`src/rtl/enc_timer_pkg.sv`:
```
package enc_timer_pkg;

  typedef enum logic [2:0] {
    MODE_INTCLK = 3'd0,
    MODE_ENC_B  = 3'd1,
    MODE_ENC_A  = 3'd2,
    MODE_ENC_X4 = 3'd3,
    MODE_REINIT = 3'd4,
    MODE_GATED  = 3'd5,
    MODE_TRIG   = 3'd6
  } tmr_mode_e;

  localparam int unsigned NUM_PINS = 2;
  localparam int unsigned PIN_A    = 0;
  localparam int unsigned PIN_B    = 1;

  typedef struct packed {
    logic step;    // advance the count this cycle
    logic down;    // step direction, 1 = down
    logic reinit;  // reload the count from the start value
    logic hw_dir;  // direction bit is owned by the decoder
  } step_req_t;

endpackage

```
`src/rtl/enc_pin_sync.sv`:
```
module enc_pin_sync #(
  parameter int unsigned NPINS  = 2,
  parameter int unsigned STAGES = 2
) (
  input  logic             clk,
  input  logic             rst_n,
  input  logic [NPINS-1:0] pins_i,
  output logic [NPINS-1:0] lvl_o,
  output logic [NPINS-1:0] prev_o
);

  localparam int unsigned DEPTH = STAGES + 1;

  for (genvar g = 0; g < NPINS; g++) begin : g_pin
    logic [DEPTH-1:0] pipe_q;
    always_ff @(posedge clk or negedge rst_n) begin
      if (!rst_n) pipe_q <= '0;
      else        pipe_q <= {pipe_q[DEPTH-2:0], pins_i[g]};
    end
    assign lvl_o[g]  = pipe_q[STAGES-1];
    assign prev_o[g] = pipe_q[STAGES];
  end

endmodule

```
`src/rtl/enc_mode_decode.sv`:
```
module enc_mode_decode
  import enc_timer_pkg::*;
(
  input  logic                clk,
  input  logic                rst_n,
  input  logic [2:0]          mode_i,
  input  logic [NUM_PINS-1:0] lvl_i,
  input  logic [NUM_PINS-1:0] prev_i,
  input  logic                dir_i,
  output step_req_t           req_o
);

  logic [NUM_PINS-1:0] rise, fall, chg;
  logic                trig_q;

  assign rise = lvl_i & ~prev_i;
  assign fall = ~lvl_i & prev_i;
  assign chg  = rise | fall;

  // trigger mode: latch the start edge, drop it when leaving the mode
  always_ff @(posedge clk or negedge rst_n) begin
    if (!rst_n)                    trig_q <= 1'b0;
    else if (mode_i == MODE_TRIG)  trig_q <= trig_q | rise[PIN_A];
    else                           trig_q <= 1'b0;
  end

  always_comb begin
    req_o      = '0;
    req_o.down = dir_i;
    case (tmr_mode_e'(mode_i))
      MODE_INTCLK: req_o.step = 1'b1;
      MODE_ENC_B: begin
        req_o.hw_dir = 1'b1;
        req_o.step   = rise[PIN_B];
        req_o.down   = lvl_i[PIN_A];
      end
      MODE_ENC_A: begin
        req_o.hw_dir = 1'b1;
        req_o.step   = rise[PIN_A];
        req_o.down   = lvl_i[PIN_B];
      end
      MODE_ENC_X4: begin
        req_o.hw_dir = 1'b1;
        req_o.step   = chg[PIN_A] ^ chg[PIN_B];
        req_o.down   = ~(lvl_i[PIN_A] ^ prev_i[PIN_B]);
      end
      MODE_REINIT: begin
        req_o.step   = 1'b1;
        req_o.reinit = rise[PIN_A];
      end
      MODE_GATED:  req_o.step = lvl_i[PIN_A];
      MODE_TRIG:   req_o.step = trig_q;
      default:     req_o.step = 1'b0;
    endcase
  end

  // once armed in trigger mode the count clock keeps running
  a_r9_trig_sticky: assert property (@(posedge clk) disable iff (!rst_n)
    (mode_i == MODE_TRIG && trig_q) |=> (mode_i != MODE_TRIG || trig_q));

endmodule

```
`src/rtl/enc_count_core.sv`:
```
module enc_count_core
  import enc_timer_pkg::*;
#(
  parameter int unsigned     CNT_W      = 16,
  parameter logic [CNT_W-1:0] RST_PRESET = '1
) (
  input  logic             clk,
  input  logic             rst_n,
  input  logic             en_i,
  input  step_req_t        req_i,
  input  logic             cnt_wr_i,
  input  logic [CNT_W-1:0] cnt_wdata_i,
  input  logic             preset_wr_i,
  input  logic [CNT_W-1:0] preset_wdata_i,
  input  logic             preload_en_i,
  input  logic             dir_wr_i,
  input  logic             dir_wdata_i,
  output logic [CNT_W-1:0] cnt_o,
  output logic [CNT_W-1:0] preset_o,
  output logic             dir_o,
  output logic             event_o
);

  logic [CNT_W-1:0] cnt_q, cnt_n, act_q, act_n, sh_q, sh_n;
  logic             pend_q, pend_n, dir_q, dir_n, evt_q, evt_n;

  always_comb begin
    sh_n   = sh_q;
    pend_n = pend_q;
    act_n  = act_q;
    if (preset_wr_i) begin
      sh_n   = preset_wdata_i;
      pend_n = preload_en_i;
      if (!preload_en_i) act_n = preset_wdata_i;
    end

    cnt_n = cnt_q;
    evt_n = 1'b0;
    if (cnt_wr_i) begin
      cnt_n = cnt_wdata_i;
    end else if (en_i) begin
      if (req_i.reinit) begin
        cnt_n = req_i.down ? act_q : '0;
      end else if (req_i.step) begin
        if (!req_i.down) begin
          if (cnt_q == act_q) begin
            cnt_n = '0;
            evt_n = 1'b1;
          end else begin
            cnt_n = cnt_q + CNT_W'(1);
          end
        end else if (cnt_q == '0) begin
          evt_n = 1'b1;
        end else begin
          cnt_n = cnt_q - CNT_W'(1);
        end
      end
    end

    // shadow preset moves over on the wrap, before a down reload uses it
    if (evt_n && pend_n) begin
      act_n  = sh_n;
      pend_n = 1'b0;
    end
    if (evt_n && req_i.down) cnt_n = act_n;

    dir_n = dir_q;
    if (req_i.hw_dir) begin
      if (en_i && req_i.step) dir_n = req_i.down;
    end else if (dir_wr_i) begin
      dir_n = dir_wdata_i;
    end
  end

  always_ff @(posedge clk or negedge rst_n) begin
    if (!rst_n) begin
      cnt_q  <= '0;
      act_q  <= RST_PRESET;
      sh_q   <= RST_PRESET;
      pend_q <= 1'b0;
      dir_q  <= 1'b0;
      evt_q  <= 1'b0;
    end else begin
      cnt_q  <= cnt_n;
      act_q  <= act_n;
      sh_q   <= sh_n;
      pend_q <= pend_n;
      dir_q  <= dir_n;
      evt_q  <= evt_n;
    end
  end

  assign cnt_o    = cnt_q;
  assign preset_o = act_q;
  assign dir_o    = dir_q;
  assign event_o  = evt_q;

  // a count write always lands
  a_r11_write_wins: assert property (@(posedge clk) disable iff (!rst_n)
    cnt_wr_i |=> (cnt_o == $past(cnt_wdata_i)));

  // disabled and not written means frozen and silent
  a_r2_frozen: assert property (@(posedge clk) disable iff (!rst_n)
    (!en_i && !cnt_wr_i) |=> ($stable(cnt_o) && !event_o));

  // an event shows the wrapped value
  a_r3_event_value: assert property (@(posedge clk) disable iff (!rst_n)
    event_o |-> (cnt_o == '0 || cnt_o == preset_o));

  // the active preset only moves on a direct write or an event
  a_r10_preset_hold: assert property (@(posedge clk) disable iff (!rst_n)
    (!preset_wr_i || preload_en_i) |=> (event_o || $stable(preset_o)));

  // software cannot move the direction in encoder modes
  a_r12_dir_owned: assert property (@(posedge clk) disable iff (!rst_n)
    (req_i.hw_dir && !(en_i && req_i.step)) |=> $stable(dir_o));

endmodule

```
`src/rtl/enc_timer.sv`:
```
module enc_timer
  import enc_timer_pkg::*;
#(
  parameter int unsigned CNT_W     = 16,
  parameter int unsigned SYNC_STGS = 2
) (
  input  logic             clk,
  input  logic             rst_n,
  input  logic             en_i,
  input  logic [2:0]       mode_i,
  input  logic             cnt_wr_i,
  input  logic [CNT_W-1:0] cnt_wdata_i,
  input  logic             preset_wr_i,
  input  logic [CNT_W-1:0] preset_wdata_i,
  input  logic             preload_en_i,
  input  logic             dir_wr_i,
  input  logic             dir_wdata_i,
  input  logic             pin_a_i,
  input  logic             pin_b_i,
  output logic [CNT_W-1:0] cnt_o,
  output logic [CNT_W-1:0] preset_o,
  output logic             dir_o,
  output logic             event_o
);

  logic [NUM_PINS-1:0] pins, lvl, prev;
  step_req_t           req;

  assign pins[PIN_A] = pin_a_i;
  assign pins[PIN_B] = pin_b_i;

  enc_pin_sync #(.NPINS(NUM_PINS), .STAGES(SYNC_STGS)) u_sync (
    .clk(clk), .rst_n(rst_n), .pins_i(pins), .lvl_o(lvl), .prev_o(prev)
  );

  enc_mode_decode u_dec (
    .clk(clk), .rst_n(rst_n), .mode_i(mode_i), .lvl_i(lvl), .prev_i(prev),
    .dir_i(dir_o), .req_o(req)
  );

  enc_count_core #(.CNT_W(CNT_W)) u_core (
    .clk(clk), .rst_n(rst_n), .en_i(en_i), .req_i(req),
    .cnt_wr_i(cnt_wr_i), .cnt_wdata_i(cnt_wdata_i),
    .preset_wr_i(preset_wr_i), .preset_wdata_i(preset_wdata_i),
    .preload_en_i(preload_en_i), .dir_wr_i(dir_wr_i), .dir_wdata_i(dir_wdata_i),
    .cnt_o(cnt_o), .preset_o(preset_o), .dir_o(dir_o), .event_o(event_o)
  );

endmodule

```
`config.mk`:
```
export PLATFORM = sky130hd
export DESIGN_NAME = enc_timer
export DESIGN_NICKNAME = d
export VERILOG_FILES = /design/src/rtl/enc_timer_pkg.sv /design/src/rtl/enc_pin_sync.sv /design/src/rtl/enc_mode_decode.sv /design/src/rtl/enc_count_core.sv /design/src/rtl/enc_timer.sv
export SDC_FILE = /design/constraint.sdc
export NUM_CORES = 1
export LEC_CHECK = 0
export BUFFER_PORTS_ARGS = -buffer_cell sky130_fd_sc_hd__buf_2
export CAP_MARGIN = 20
export CORE_MARGIN = 1.5
export CORE_UTILIZATION = 56
export DETAILED_ROUTE_END_ITERATION = 12
export GPL_TIMING_DRIVEN = 0
export PLACE_DENSITY = 0.85
export REMOVE_ABC_BUFFERS = 1
export SYNTH_ARGS = -nofsm -noshare
export SYNTH_HDL_FRONTEND = slang
export SYNTH_SLANG_ARGS = --single-unit
```
`constraint.sdc`:
```
create_clock -name clk -period 3.4 [get_ports clk]
set_input_delay 0.68 -clock clk [delete_from_list [all_inputs] [get_ports clk]]
set_output_delay 0.68 -clock clk [all_outputs]
set_load 0.01 [all_outputs]
```
==> results.md, run 1 <==
* Status: complete, no violations
* DRT Pass-1 Iters at 5
* Total gr overflow at 0
* Initial antenna violation count at 0
* Most frequent cells in the layout: buf_2, dfstp_2, nand2_1
* Sequential element share of the synthesized area at 37.16%
* First-pass GRT wire length at 19450 um
* Routed len/inst at 20.27 um
* Clock Latency Late Sink at 350 ps
* RSZ-0062 raised after global routing: no
* Clock slew at the register clock pins of the worst setup and hold paths at 70 ps
* Area of the multi-input gates at 2337 sq um
* CP Max Fanout at 13
* Synthesized cell area at 4014 sq um
* TritonCTS clock tree: built
* Final Max Tran Viols at 0
* Largest net degree at the start of global routing at 32
* Tot GR Track Use at 33.67%
* Avg Synthesized Cell Area at 9.511 sq um
* Top cells by area, synth: dfstp_2, dfrtp_1, mux2i_1
* R2r setup slk at 110 ps
* CP required at 3640 ps
* Final Util at 69.13%
* Combinational share of power at 28.7%
* Post-synth top area cell: dfstp_2
* Final TNS setup at 0 ps
* Share of cells above drive strength 1 at 37.20%
* Post-Place Cells at 571
* Hold_buf cts at 0
* N_diodes at 0
* Clock sink count at 58
* Post-Synthesis Cells at 422
* Post-synth top flop: dfstp_2
* Crit end category: flip-flop
* Hold_sp: u_sync.g_pin[0].pipe_q[0]
* Commonest non-fill, non-tap cell in the layout: buf_2
* Filler cells at 594
* Core outline area at 6869 sq um
* Placer Congestion at 0.9724
* Die Area at 7684 sq um
* Die X at 87.66 um
* Clock skew at 7.874 ps
* Fmax at 303.6 MHz
* Setup-failing EPs final at 0
* Yosys reg bits at 58
* Initial Util at 58.43%
* Pwr dens at 493.8 nW/um^2
* EDFF count, synth at 0
* CTS Buffer Depth at 2
* Synth top area share at 20.95%
* Tightest Pin Transition at 862.7 ps
* Final worst path period need at 3294 ps
* Nets@finish at 545
* Int Power at 0.001531 W
* Hold Fails Final Rpt at 0
* Die height at 87.66 um
* Max_slew headroom at 42.28%
* R2r startpoint: u_core.cnt_o[3]
* I/O pin count at 79
* Clock Tree Root: clkbuf_8
* Synthesis-to-finish area growth at 18.30%
* Detail Route Antenna Nets at 0
* Iter 0 DRT Violations at 222
* Seq pwr share at 42.4%
* Clock power share at 28.9%
* Leak at 2.013 nW
* Async S/R FF share, synth at 100.0%
* Final Non-Filler Cells at 596
* Vias in the first global route at 3805
* R2R Path End: u_core.cnt_o[6]
* Hold EP: u_sync.g_pin[0].pipe_q[1]
* Total routed wirelength at 12080 um
* Arr. time, crit path at 3530 ps
* NetSw at 0.0008137 W
* Vias per cell at 6.341
* Worst min path class: reg -> reg
* Worst Setup Start Kind: flip-flop
* Synth cell types at 67
* Number of cells on the worst reg-to-reg path at 8
* I/O Buffers at 78
* Register area at 1496 sq um
* Max-Cap Viols at 0
* Synth warnings at 0
* Place WS at -630.9 ps
* Crit path kind: reg -> reg
* Fin worst setup slack at 106.3 ps
* CTS H-tree lvls at 3
* Vias at 3779
* Net Sw Frac at 34.71%
* Row cnt at 30
* VDD IR-drop max at 0.2954 mV
* DRC viols at 0
* Final HPWL DP at 8561 um
* Worst Hold Depth at 0
* Number of buffers created by CTS at 9
* Period utilization at 96.87%
==> synth_stat cells (all sizes together), types with 4 or more instances <==
master	n
a221o	6
nor2	26
clkbuf	22
nand4	6
xor2	23
nand3	13
inv	16
nand2	29
buf	8
mux2i	27
or4	7
dfstp	32
ha	5
nor3	12
o311ai	5
and3	5
a31oi	4
dfrtp	26
o21ai	16
nand2b	8
xnor2	11
mux2	23
o21a	5
nor4	10
a21oi	19
==> final cells by class <==
| class | instances | area share [%] |
|---|---|---|
| multi-input cells | 317 | 49.22 |
| flip-flops and latches | 58 | 31.52 |
| repair buffers | 92 | 11.01 |
| clock buffers | 14 | 3.636 |
| well taps | 96 | 2.530 |
| inverters | 17 | 1.344 |
| clock inverters | 2 | 0.7378 |
==> flip-flops by register name, summed over array words and instances (netlist names) <==
signal               flops
u_sync.g_pin.pipe_q      6
u_core.preset_o         16
u_core.sh_q             16
u_core.event_o           1
u_core.cnt_o            16
u_core.pend_q            1
u_dec.trig_q             1
u_core.dir_o             1
==> layer usage <==
metal	wire length [um]	part of all wire [%]	global-route usage, %	vias to the layer above
met1	5170	43	43.47	1855
met3	797	6.6	6.315	32
met5	0	0	0	-
li1	-	-	-	1714
met2	5770	48	55.59	178
met4	342	2.8	14.14	0
==> power by group through the flow <==
stage / clock, W / sequential (W) / combinational (W)
6_report: 0.000677 / 0.000994 / 0.000674
5_1_grt: 0.000707 / 0.00101 / 0.000741
4_1_cts: 0.000681 / 0.000990 / 0.000648
3_5_place_dp: 0 / 0.00100 / 0.000644
3_3_place_gp: 0 / 0.000993 / 0.000619
2_1_floorplan: 0 / 0.000985 / 0.000386
==> metrics by stage <==
| step | area, sq um | hold WS (ps) | power, W |
|---|---|---|---|
| floorplan | 3875 | 331.2 | 0.001371 |
| global route | 4748 | 373.5 | 0.002457 |
| CTS | 4691 | 356.1 | 0.002320 |
| global placement | 4385 | 332.1 | 0.001612 |
| detailed placement | 4453 | 340.2 | 0.001645 |
| finish | 4748 | 354.8 | 0.002345 |
==> how the worst max path moves through the flow <==
stage | from | end | slack (ps)
floorplan | u_core.cnt_o[7] | u_core.cnt_o[8] | -110
global placement | u_core.cnt_o[7] | u_core.cnt_o[8] | -610
detailed placement | u_core.cnt_o[7] | u_core.cnt_o[8] | -630
CTS | mode_i[0] | u_core.cnt_o[2] | 20
global route | u_core.cnt_o[3] | u_core.cnt_o[6] | 20
finish | u_core.cnt_o[3] | u_core.cnt_o[6] | 110
==> worst max-delay path, stage by stage (launching register included) <==
cell	delay, ps
dfrtp_1	540
or4_1	640
or4_4	480
nor4_4	380
a21oi_2	100
nor3_4	150
buf_4	220
mux2_2	370
o221a_2	280
==> what timing repair did <==
action / in CTS / in global routing
setup buffers: 4 / 5
resized for setup: 0 / 7
endpoints found under the setup margin: 31 / 12
gates cloned: 0 / 0
pin swaps: 2 / 1
==> logic make-up after synthesis <==
kind of cell	share of synthesized area (%)
muxes	13.19
DFF	37.16
adders and majority gates	1.559
and+or+nand+nor	18.05
AOI/OAI and AO/OA	17.58
buffers and inverters	5.050
xor gates and xnor gates	7.419
Note: power is estimated with default switching activity, not from simulation.
==> run 2, diff against run 1 <==
Settings changed: HOLD_SLACK_MARGIN set to 0.1, PLACE_DENSITY 0.85 to 0.81.
==> run 2 against run 1 <==
Die area is the same. Count of clock-buffer cells in the layout shrank 4. Total power shrank 1.4%. Routed wire length shrank 3.2%.
==> results.md, run 2 (synthesized netlist as in run 1, its figures left out) <==
* NetSw at 0.0008357 W (was 0.0008137 W)
* CTS H-tree lvls at 3 (unchanged)
* Leak at 1.982 nW (was 2.013 nW)
* Final Max Tran Viols at 0 (unchanged)
* Post-Place Cells at 569 (was 571)
* Most frequent cells in the layout: buf_2, dfstp_2, nand2_1 (unchanged)
* Clock sink count at 58 (unchanged)
* Hold Fails Final Rpt at 0 (unchanged)
* Number of buffers created by CTS at 9 (unchanged)
* TritonCTS clock tree: built (unchanged)
* Core outline area at 6869 sq um (unchanged)
* DRC viols at 0 (unchanged)
* Row cnt at 30 (unchanged)
* Initial Util at 58.43% (unchanged)
* Period utilization at 96.68% (was 96.87%)
* Die X at 87.66 um (unchanged)
* R2r setup slk at 110 ps (about the same)
* Power consumption at 0.002312 W (was 0.002345 W)
* I/O pin count at 79 (unchanged)
* Combinational share of power at 28.3% (was 28.7%)
* Hold_sp: u_sync.g_pin[0].pipe_q[0] (unchanged)
* Clock skew at 9.944 ps (was 7.874 ps)
* Vias at 3739 (was 3779)
* Tightest Pin Transition at 987.4 ps (was 862.7 ps)
* Clock slew at the register clock pins of the worst setup and hold paths at 80 ps (was 70 ps)
* RSZ-0062 raised after global routing: no (unchanged)
* Total routed wirelength at 11700 um (was 12080 um)
* Arr. time, crit path at 3530 ps (about the same)
* Fmax at 304.2 MHz (was 303.6 MHz)
* Placer Congestion at 0.8954 (was 0.9724)
* Max-Cap Viols at 0 (unchanged)
* Largest net degree at the start of global routing at 32 (unchanged)
* R2r startpoint: u_core.cnt_o[7] (was u_core.cnt_o[3])
* Detail Route Antenna Nets at 0 (unchanged)
* Pwr dens at 492.6 nW/um^2 (was 493.8 nW/um^2)
* VDD IR-drop max at 0.4008 mV (was 0.2954 mV)
* Total gr overflow at 0 (unchanged)
* Vias per cell at 6.305 (was 6.341)
* Crit path kind: reg -> reg (unchanged)
* Die height at 87.66 um (unchanged)
* Crit path from: u_core.cnt_o[7] (was u_core.cnt_o[3])
* Worst Setup Start Kind: flip-flop (unchanged)
* CTS Buffer Depth at 2 (unchanged)
* CP Max Fanout at 14 (was 13)
* Status: complete, no violations (unchanged)
* Int Power at 0.001476 W (was 0.001531 W)
* N_diodes at 0 (unchanged)
* Clock Tree Root: clkbuf_8 (unchanged)
* Final TNS setup at 0 ps (unchanged)
* Crit end category: flip-flop (unchanged)
* Final Non-Filler Cells at 593 (was 596)
* Clock Latency Late Sink at 360 ps (was 350 ps)
* CP required at 3640 ps (about the same)
* Initial antenna violation count at 0 (unchanged)
* Worst min path class: reg -> reg (unchanged)
* Final worst path period need at 3287 ps (was 3294 ps)
* Die Area at 7684 sq um (unchanged)
* Clock power share at 28.7% (was 28.9%)
* Iter 0 DRT Violations at 203 (was 222)
* Final HPWL DP at 8340 um (was 8561 um)
* I/O Buffers at 78 (unchanged)
* DRT Pass-1 Iters at 5 (unchanged)
* First-pass GRT wire length at 18400 um (was 19450 um)
* Commonest non-fill, non-tap cell in the layout: buf_2 (unchanged)
* Vias in the first global route at 3584 (was 3805)
* Seq pwr share at 42.9% (was 42.4%)
* Tot GR Track Use at 32.21% (was 33.67%)
* Routed len/inst at 19.73 um (was 20.27 um)
* Share of cells above drive strength 1 at 36.02% (was 37.20%)
* Synthesis-to-finish area growth at 16.93% (was 18.30%)
* Setup-failing EPs final at 0 (unchanged)
* Net Sw Frac at 36.15% (was 34.71%)
* Nets@finish at 542 (was 545)
* Max_slew headroom at 33.73% (was 42.28%)
-- run 2: changes by cell type in the layout (fill, tap and decap cells not counted), moves of 2 or more --
cell,before,now
buf_4,10,6
dfrtp_1,22,26
dfrtp_2,4,0
clkinvlp_4,0,3
clkbuf_1,2,0
clkbuf_8,12,10
-- run 2: per-layer routing --
layer  track usage (%)  up-vias  wire, um
met1             40.50     1822      5024
li1                  -     1708         -
met5                 0        -         0
met2             53.64      180      5558
met4             15.58        0       386
met3             5.749       29       729
-- run 2: worst max-delay path, cell delays in order, from the launching register on --
cell and delay [ps]:
dfrtp_1 570, or4_1 660, or4_4 580, nor4_4 250, a21oi_2 90, nor3_4 150, buf_4 210, mux2_2 360
o221a_2 280
-- run 2: through the flow --
step                      cell area (sq um)  util (%)  hold slack [ps]  setup slack [ps]
final                                  4693     68.32            358.5             112.8
after global routing                   4693     68.32            366.8             38.08
after CTS                              4677     68.09            361.1             55.72
after detailed placement               4428     64.46            352.2            -666.9
after global placement                 4385     63.84            334.1            -680.9
after floorplan                        3875         -            331.2            -105.8
-- run 2: power by group through the flow --
| stage | Clock (W) | Combinational [W] | Sequential, W |
|---|---|---|---|
| 2_1_floorplan | 0 | 0.000386 | 0.000985 |
| 3_3_place_gp | 0 | 0.000620 | 0.000994 |
| 3_5_place_dp | 0 | 0.000641 | 0.000997 |
| 4_1_cts | 0.000667 | 0.000647 | 0.000986 |
| 5_1_grt | 0.000692 | 0.000719 | 0.00101 |
| 6_report | 0.000664 | 0.000655 | 0.000993 |
-- run 2: final timing paths --
kind | depth (start not counted) | endpoint
hold reg to reg | 0 | u_sync.g_pin[0].pipe_q[1]
setup / recovery | 8 | u_core.cnt_o[2]
min in group asynchronous | 1 | u_core.pend_q
setup reg to reg | 8 | u_core.cnt_o[2]
max in group asynchronous | 2 | u_core.preset_o[0]
hold / removal | 0 | u_sync.g_pin[0].pipe_q[1]
-- run 2: final cells by class --
cell class	instances	area, sq um
Timing Repair Buffer	89	488.0
Inverter	17	63.81
Tap cell	96	120.1
Multi-Input combinational cell	317	2326
Clock inverter	6	66.31
Clock buffer	10	137.6
Fill cell	566	2176
Sequential cell	58	1491
-- run 2: what timing repair did --
action	CTS	global route
pin swaps	2	0
hold buffers	0	0
gates resized for setup	0	1
buffers inserted	6	0
setup endpoints to repair	31	1
==> run 3, diff against run 2 <==
--- a/config.mk
+++ b/config.mk
@@ -8,4 +8,5 @@
 export BUFFER_PORTS_ARGS = -buffer_cell sky130_fd_sc_hd__buf_2
 export CAP_MARGIN = 20
+export CORE_ASPECT_RATIO = 0.5
 export CORE_MARGIN = 1.5
 export CORE_UTILIZATION = 56
==> constraint.sdc (replaced) <==
create_clock -name clk -period 3.4 [get_ports clk]
set_input_delay 0.68 -clock clk [delete_from_list [all_inputs] [get_ports clk]]
set_output_delay 0.68 -clock clk [all_outputs]
set_load 0.02 [all_outputs]
==> run 3 against run 2 <==
Via count increased by 1.7%. Utilization grew 1.6 points. Clock power increased by 23%. Cell count is 0.84% lower. Sequential power grew 0.6%. Critical path depth is the same. Die area rose by 0.41%. Count of clock-buffer cells in the layout grew 3. Global-route usage decreased by 0.18 points. Sequential cell count unchanged. Sequential share of layout area down 0.36 points. Critical endpoint is now u_core.cnt_o[6].
==> results.md, run 3 (synthesized netlist as in run 1, its figures left out) <==
* Status: complete, no violations (unchanged)
* Clock slew at the register clock pins of the worst setup and hold paths at 50 ps (was 80 ps)
* Worst Setup Start Kind: flip-flop (unchanged)
* Largest net degree at the start of global routing at 32 (unchanged)
* Hold_ws at 345.8 ps (was 358.5 ps)
* Net Sw Frac at 35.36% (was 36.15%)
* Tightest Pin Transition at 891.6 ps (was 987.4 ps)
* CTS Buffer Depth at 2 (unchanged)
* VDD IR-drop max at 0.2883 mV (was 0.4008 mV)
* Crit path kind: reg -> reg (unchanged)
* First-pass GRT wire length at 18840 um (was 18400 um)
* Iter 0 DRT Violations at 535 (was 203)
* Detail Route Antenna Nets at 0 (unchanged)
* Pwr dens at 529.8 nW/um^2 (was 492.6 nW/um^2)
* Nets@finish at 541 (was 542)
* RSZ-0062 raised after global routing: no (unchanged)
* Hold Fails Final Rpt at 0 (unchanged)
* Total gr overflow at 0 (unchanged)
* Final Max Tran Viols at 0 (unchanged)
* Core outline area at 6805 sq um (was 6869 sq um)
* N_diodes at 0 (unchanged)
* Worst min path class: reg -> reg (unchanged)
* CP required at 3610 ps (was 3640 ps)
* Vias per cell at 6.468 (was 6.305)
* CP Max Fanout at 14 (unchanged)
* Placer Congestion at 0.9762 (was 0.8954)
* Period utilization at 96.33% (was 96.68%)
* Die Area at 7715 sq um (was 7684 sq um)
* Clock sink count at 58 (unchanged)
* DRC viols at 0 (unchanged)
* R2r setup slk at 120 ps (was 110 ps)
* Post-Place Cells at 567 (was 569)
* DRT Pass-1 Iters at 6 (was 5)
* Seq pwr share at 39.6% (was 42.9%)
* I/O pin count at 79 (unchanged)
* Initial antenna violation count at 0 (unchanged)
* Clock Latency Late Sink at 330 ps (was 360 ps)
* Die height at 62.87 um (was 87.66 um)
* Vias in the first global route at 3512 (was 3584)
* NetSw at 0.0008916 W (was 0.0008357 W)
* Final TNS setup at 0 ps (unchanged)
* Final Util at 69.94% (was 68.32%)
* Combinational share of power at 28.1% (was 28.3%)
* Clock Tree Root: clkbuf_16 (was clkbuf_8)
* Max-Cap Viols at 0 (unchanged)
* TritonCTS clock tree: built (unchanged)
* Crit end category: flip-flop (unchanged)
* Initial Util at 58.98% (was 58.43%)
* Final worst path period need at 3275 ps (was 3287 ps)
* Synthesis-to-finish area growth at 18.58% (was 16.93%)
* Max_slew headroom at 40.34% (was 33.73%)
* CTS H-tree lvls at 3 (unchanged)
* Fmax at 305.3 MHz (was 304.2 MHz)
* Routed len/inst at 19.79 um (was 19.73 um)
* Place WS at -672.5 ps (was -666.9 ps)
* Fin worst setup slack at 124.7 ps (was 112.8 ps)
* Row cnt at 21 (was 30)
* Most frequent cells in the layout: buf_2, dfstp_2, nand2_1 (unchanged)
* Number of buffers created by CTS at 9 (unchanged)
* Setup-failing EPs final at 0 (unchanged)
* Int Power at 0.001630 W (was 0.001476 W)
* Die X at 122.7 um (was 87.66 um)
* Hold_buf cts at 0 (unchanged)
* Clock skew at 6.943 ps (was 9.944 ps)
* Vias at 3803 (was 3739)
* Tot GR Track Use at 32.03% (was 32.21%)
* Commonest non-fill, non-tap cell in the layout: buf_2 (unchanged)
* I/O Buffers at 78 (unchanged)
* Arr. time, crit path at 3490 ps (was 3530 ps)
* Total routed wirelength at 11640 um (was 11700 um)
* Final HPWL DP at 8265 um (was 8340 um)
* Clock power share at 32.3% (was 28.7%)
* Leak at 2.016 nW (was 1.982 nW)
* Final Non-Filler Cells at 588 (was 593)
* Share of cells above drive strength 1 at 35.89% (was 36.02%)
-- run 3: final cells by class --
type	count	area, sq um
multi-input combinational	317	2330
clock buffer	13	250.2
clock inverter	3	15.01
fill	545	2046
timing repair buffer	88	490.5
inverter	17	63.81
tap	92	115.1
sequential	58	1495
-- run 3: metrics by stage --
stage	cell area (sq um)	power (W)
after floorplan	3875	0.001424
after detailed placement	4433	0.001689
after global placement	4380	0.001664
after global routing	4760	0.002639
final	4760	0.002522
after CTS	4741	0.002508
-- run 3: per-layer routing --
metal / wire length (um) / track usage [%] / part of all wire, %
met1: 5323 / 49.59 / 46
met4: 162 / 6.686 / 1.4
met5: 0 / 0 / 0
met3: 1140 / 6.661 / 9.8
met2: 5010 / 45.63 / 43
-- run 3: power by group through the flow --
stage	clock network, W	logic (W)	registers [W]
2_1_floorplan	0	0.000386	0.00104
3_3_place_gp	0	0.000671	0.000993
3_5_place_dp	0	0.000691	0.000998
4_1_cts	0.000821	0.000699	0.000988
5_1_grt	0.000855	0.000773	0.00101
6_report	0.000815	0.000708	0.000999
-- run 3: worst paths after layout --
check                                     startpoint                   endpoint  depth (start not counted)
min                        u_sync.g_pin[1].pipe_q[0]  u_sync.g_pin[1].pipe_q[1]                          0
max reg2reg                          u_core.cnt_o[7]            u_core.cnt_o[6]                          8
min in group asynchronous                      rst_n           u_core.cnt_o[13]                          1
max in group asynchronous                      rst_n             u_core.sh_q[7]                          2
min reg2reg                u_sync.g_pin[1].pipe_q[0]  u_sync.g_pin[1].pipe_q[1]                          0
max                                  u_core.cnt_o[7]            u_core.cnt_o[6]                          8
-- run 3: timing repair --
item	4_1_cts	5_1_grt
setup endpoints to repair	31	10
buffers inserted	4	1
pin swaps	2	1
resized for setup	0	4
-- run 3: worst max-delay path: stages (launching register included) --
cell and delay, ps:
dfrtp_2 510, or4_1 610, or4_4 580, nor4_4 270, a21oi_2 100, nor3_4 210
buf_4 220, mux2_2 360, o221a_2 280
